<file path="config.mk">
export PLATFORM = sky130hd
export DESIGN_NAME = addr_bank_latch
export DESIGN_NICKNAME = d
export VERILOG_FILES = /design/src/rtl/addr_bank_pkg.sv /design/src/rtl/abl_rst_sync.sv /design/src/rtl/abl_capture.sv /design/src/rtl/abl_bank_decode.sv /design/src/rtl/addr_bank_latch.sv
export SDC_FILE = /design/constraint.sdc
export NUM_CORES = 1
export LEC_CHECK = 0
export BUFFER_PORTS_ARGS = -buffer_cell sky130_fd_sc_hd__buf_2
export CAP_MARGIN = 5
export CORE_AREA = 3 3 40 42
export CTS_BUF_LIST = sky130_fd_sc_hd__clkbuf_4 sky130_fd_sc_hd__clkbuf_8 sky130_fd_sc_hd__clkbuf_16
export CTS_CLUSTER_DIAMETER = 30
export DETAILED_ROUTE_END_ITERATION = 10
export DIE_AREA = 0 0 43 45
export SYNTH_ARGS = -nofsm -noshare
export SYNTH_HDL_FRONTEND = slang
export SYNTH_SLANG_ARGS = --single-unit
</file>
<file path="constraint.sdc">
create_clock -name clk -period 1.07 [get_ports clk]
set_input_delay 0.0535 -clock clk [delete_from_list [all_inputs] [get_ports clk]]
set_output_delay 0.0535 -clock clk [all_outputs]
set_load 0.005 [all_outputs]
</file>
<file path="src/rtl/addr_bank_pkg.sv">
package addr_bank_pkg;
  localparam int unsigned DEF_PASS_W = 5;
  localparam int unsigned DEF_SEL_W  = 2;
endpackage

</file>
<file path="src/rtl/abl_rst_sync.sv">
module abl_rst_sync #(
  parameter int unsigned STAGES = 2
) (
  input  logic clk,
  input  logic rst_n,
  output logic rst_n_sync
);
  logic [STAGES-1:0] chain_q;
  logic [STAGES-1:0] chain_d;

  always_comb begin
    chain_d = {chain_q[STAGES-2:0], 1'b1};
  end

  always_ff @(posedge clk or negedge rst_n) begin
    if (!rst_n) chain_q <= '0;
    else        chain_q <= chain_d;
  end

  assign rst_n_sync = chain_q[STAGES-1];
endmodule

</file>
<file path="src/rtl/abl_capture.sv">
module abl_capture #(
  parameter int unsigned W = 7
) (
  input  logic         clk,
  input  logic         rst_n,
  input  logic         load,
  input  logic [W-1:0] d,
  output logic [W-1:0] held,
  output logic         seen
);
  logic [W-1:0] held_q, held_d;
  logic         seen_q, seen_d;

  always_comb begin
    held_d = held_q;
    seen_d = seen_q;
    if (load) begin
      held_d = d;
      seen_d = 1'b1;
    end
  end

  always_ff @(posedge clk or negedge rst_n) begin
    if (!rst_n) begin
      held_q <= '0;
      seen_q <= 1'b0;
    end else begin
      held_q <= held_d;
      seen_q <= seen_d;
    end
  end

  assign held = held_q;
  assign seen = seen_q;


  capture_load_chk: assert property (@(posedge clk) disable iff (!rst_n)
    $past(load) && $past(rst_n) |-> held == $past(d));
endmodule

</file>
<file path="src/rtl/abl_bank_decode.sv">
module abl_bank_decode #(
  parameter int unsigned SEL_W = 2,
  localparam int unsigned NUM  = 1 << SEL_W
) (
  input  logic [SEL_W-1:0] code,
  input  logic             en,
  output logic [NUM-1:0]   sel_n
);
  for (genvar i = 0; i < NUM; i++) begin : g_sel
    assign sel_n[i] = ~(en && (code == SEL_W'(i)));
  end


  always_comb begin
    if (en) decode_onehot_chk: assert ($countones(~sel_n) == 1);
  end
endmodule

</file>
<file path="src/rtl/addr_bank_latch.sv">
module addr_bank_latch #(
  parameter int unsigned PASS_W = addr_bank_pkg::DEF_PASS_W,
  parameter int unsigned SEL_W  = addr_bank_pkg::DEF_SEL_W,
  localparam int unsigned IN_W  = PASS_W + SEL_W,
  localparam int unsigned NUM_SEL = 1 << SEL_W
) (
  input  logic               clk,
  input  logic               rst_n,
  input  logic [IN_W-1:0]    hi_addr,
  input  logic               strobe,
  input  logic               ce_n,
  output logic [PASS_W-1:0]  up_addr,
  output logic [NUM_SEL-1:0] bank_sel_n
);
  logic            rst_n_s;
  logic [IN_W-1:0] held;
  logic            seen;
  logic [IN_W-1:0] eff_addr;
  logic            follow;
  logic            sel_en;

  abl_rst_sync #(.STAGES(2)) u_rst (
    .clk        (clk),
    .rst_n      (rst_n),
    .rst_n_sync (rst_n_s)
  );

  abl_capture #(.W(IN_W)) u_cap (
    .clk   (clk),
    .rst_n (rst_n_s),
    .load  (strobe),
    .d     (hi_addr),
    .held  (held),
    .seen  (seen)
  );

  always_comb begin
    follow   = rst_n_s && strobe;
    eff_addr = follow ? hi_addr : held;
    sel_en   = rst_n_s && !ce_n && (follow || seen);
  end

  assign up_addr = eff_addr[PASS_W-1:0];

  abl_bank_decode #(.SEL_W(SEL_W)) u_dec (
    .code  (eff_addr[IN_W-1:PASS_W]),
    .en    (sel_en),
    .sel_n (bank_sel_n)
  );


  ce_off_chk: assert property (@(posedge clk) disable iff (!rst_n_s)
    ce_n |-> &bank_sel_n);


  fall_hold_chk: assert property (@(posedge clk) disable iff (!rst_n_s)
    $fell(strobe) && $past(rst_n_s) |-> up_addr == $past(hi_addr[PASS_W-1:0]));


  low_stable_chk: assert property (@(posedge clk) disable iff (!rst_n_s)
    !strobe && $past(!strobe) && $past(rst_n_s) |-> $stable(up_addr));


  one_sel_chk: assert property (@(posedge clk) disable iff (!rst_n_s)
    !ce_n && strobe |-> $countones(~bank_sel_n) == 1);


  idle_sel_chk: assert property (@(posedge clk) disable iff (!rst_n_s)
    !strobe && !seen |-> &bank_sel_n);
endmodule

</file>
==> metrics <==
pre-CTS setup slack 0.0131 ns; Initial Util 0.375; CTS buffer count 3; clock-pin slew of the registers on the worst-case setup and hold paths 0.06 ns; post-DP HPWL 644 um; routability cong. 0.634; power per cell area 1190 mW/mm2; max-cap violations 0; final hold violations 0; violated checks negative setup slack; filler instances 113; root buf cell clkbuf_4; io pins 20; Post-DRT Antenna Nets 0; most common cell in the synthesized netlist mux2_2; P&R area growth vs syn 53.2%; first-pass GRT wire length 1530 um; Hold Crit Depth 2; port bufs 19; fmax 776 MHz; First-pass DRT Iterations 2; post-synth cell types 13; die width 43 um; GRT overflow 0; Core ar. 0.00128 mm2; post-synth top area share 0.519; Commonest cells post-synth mux2_2 (11), dfrtp_1 (10), o211ai_1 (4); hold_ws 0.0483 ns; fin worst setup slack -0.219 ns; Worst EP required 1.02 ns; Routed WL 946 um; outcome finished with violations; Setup crit end kind output port; CP Launch Type flip-flop; Post-synth EDFFs 0; CTS Sinks 10; # rows 13; worst-path fanout max 5; RSZ-0062 raised after global routing true; Setup Crit Path Kind flip-flop to output port; Mapped Nets 47; Pleak 0.353 nW; Yosys warnings 0; mapped cell area 482 um2; pin count of the biggest net entering global routing 13; WL/cell 12.0 um; antenna cells 0; clk_lat worst skew 0.25 ns; vias post-DR 386; Max H-tree Level 1; fraction of registers with async set/reset 1.00; Synth area leader dfrtp_1; Synth Register Bits 10; most area-consuming cells after synthesis dfrtp_1 (52%), mux2_2 (26%), o211ai_1 (6.2%); via-per-instance ratio 4.89; sequential share of the synthesized area 0.519; WP data arrival 1.24 ns; minimum clock period 1.29 ns; NumNets Final 77; Slew Limit Fails 0; TritonCTS clock tree built; final setup fails 9; Die Y 45 um; Tot GR Track Use 0.108; Max Buffers Root-to-Sink 2; class of the worst hold path input pin to flip-flop; R2R depth 1; number of global-route vias before repair 356; share of cells above drive strength 1 0.719; Tcrit/Tclk final 1.20; Avg Inst Size Synth 13.4 um2; Post-route DRC 0; initial antenna violation count 0; Mapped Cells 36; Starting DRT DRC Count 1; clock skew 0.00173 ns; ys flop type dfrtp_1; Worst VDD drop 0.705 mV; Die Area 0.00194 mm2
-- per-stage QoR --
stage	util	cells	setup TNS [ns]	cell area, um2	total power, W
global route	0.574	79	-2.11	738	0.000931
finish	0.574	79	-1.60	738	0.000879
detailed placement	0.466	71	0	599	0.000575
global placement	0.466	71	0	599	0.000574
CTS	0.556	77	-1.79	714	0.000878
floorplan	-	36	0	482	0.000513
-- logic make-up (layout without fill, tap and decap cells) --
| group | Yosys count | count (layout) | share of synthesized area |
|---|---|---|---|
| multiplexers | 12 | 12 | 0.278 |
| AO/OA/AOI/OAI | 4 | 4 | 0.0623 |
| AND/OR/NAND/NOR | 7 | 7 | 0.101 |
| other | 1 | 1 | 0.00778 |
| flip-flops | 10 | 10 | 0.519 |
| buffers and inverters | 2 | 30 | 0.0312 |
-- state kept, by name, indices dropped and copies added (netlist names) --
register	cells
u_cap.held	7
u_rst.chain_q	2
u_cap.seen	1
-- path summary, 6_finish.rpt --
kind / startpoint / end / slack [ns]
worst max-delay path: u_rst.chain_q[1] / up_addr[3] / -0.22
worst min-delay path: hi_addr[4] / u_cap.held[4] / 0.05
worst max register to register: u_cap.seen / u_cap.seen / 0.29
worst min register to register: u_rst.chain_q[1] / u_cap.held[1] / 0.24
max in group asynchronous: u_rst.chain_q[1] / u_cap.held[6] / 0.62
min in group asynchronous: rst_n / u_rst.chain_q[0] / 0.11
-- routing by layer --
layer  routed length (um)  GRT usage
met1                  396      0.125
met4                    5     0.0542
met5                    0          0
met3                  103     0.0438
met2                  441      0.174
-- layout by cell type, fill, tap and decap left out, drive strengths merged --
cell         Yosys  routed
and3b            1       1
and2             1       1
o211ai           4       4
mux2i            1       1
dlygate4sd3      0       1
nor3b            1       1
inv              1       1
conb             1       1
nor2b            2       2
dfrtp           10      10
mux2            11      11
clkbuf           0       3
buf              1      25
or2              1       1
nand2            1       1
-- worst max-delay path, stage by stage (launching register included) --
cell     delay (ns)
dfrtp_2        0.44
nand2_4        0.12
mux2_4         0.31
buf_6          0.12
-- report_power, final --
part | switching [W] | leakage [nW] | total (W) | internal [W]
sequential | 0.0000180 | 0.113 | 0.000427 | 0.000409
clock | 0.000106 | 0.0138 | 0.000235 | 0.000129
combinational | 0.0000759 | 0.227 | 0.000217 | 0.000142
-- area by class of cell --
cell class	instances	area, um2	area share
clock buffer	3	22.5	0.0305
inverter	1	3.75	0.00508
multi-input combinational	24	256	0.347
sequential	10	251	0.341
tap	15	18.8	0.0254
timing repair buffer	26	185	0.251
-- timing repair --
action | CTS | global route
hold buffers | 1 | 0
hold endpoints to repair | 2 | 0
resized for setup | 14 | 3
setup endpoints to repair | 9 | 9
setup buffers | 2 | 2
(Power assumes the default switching activity.)
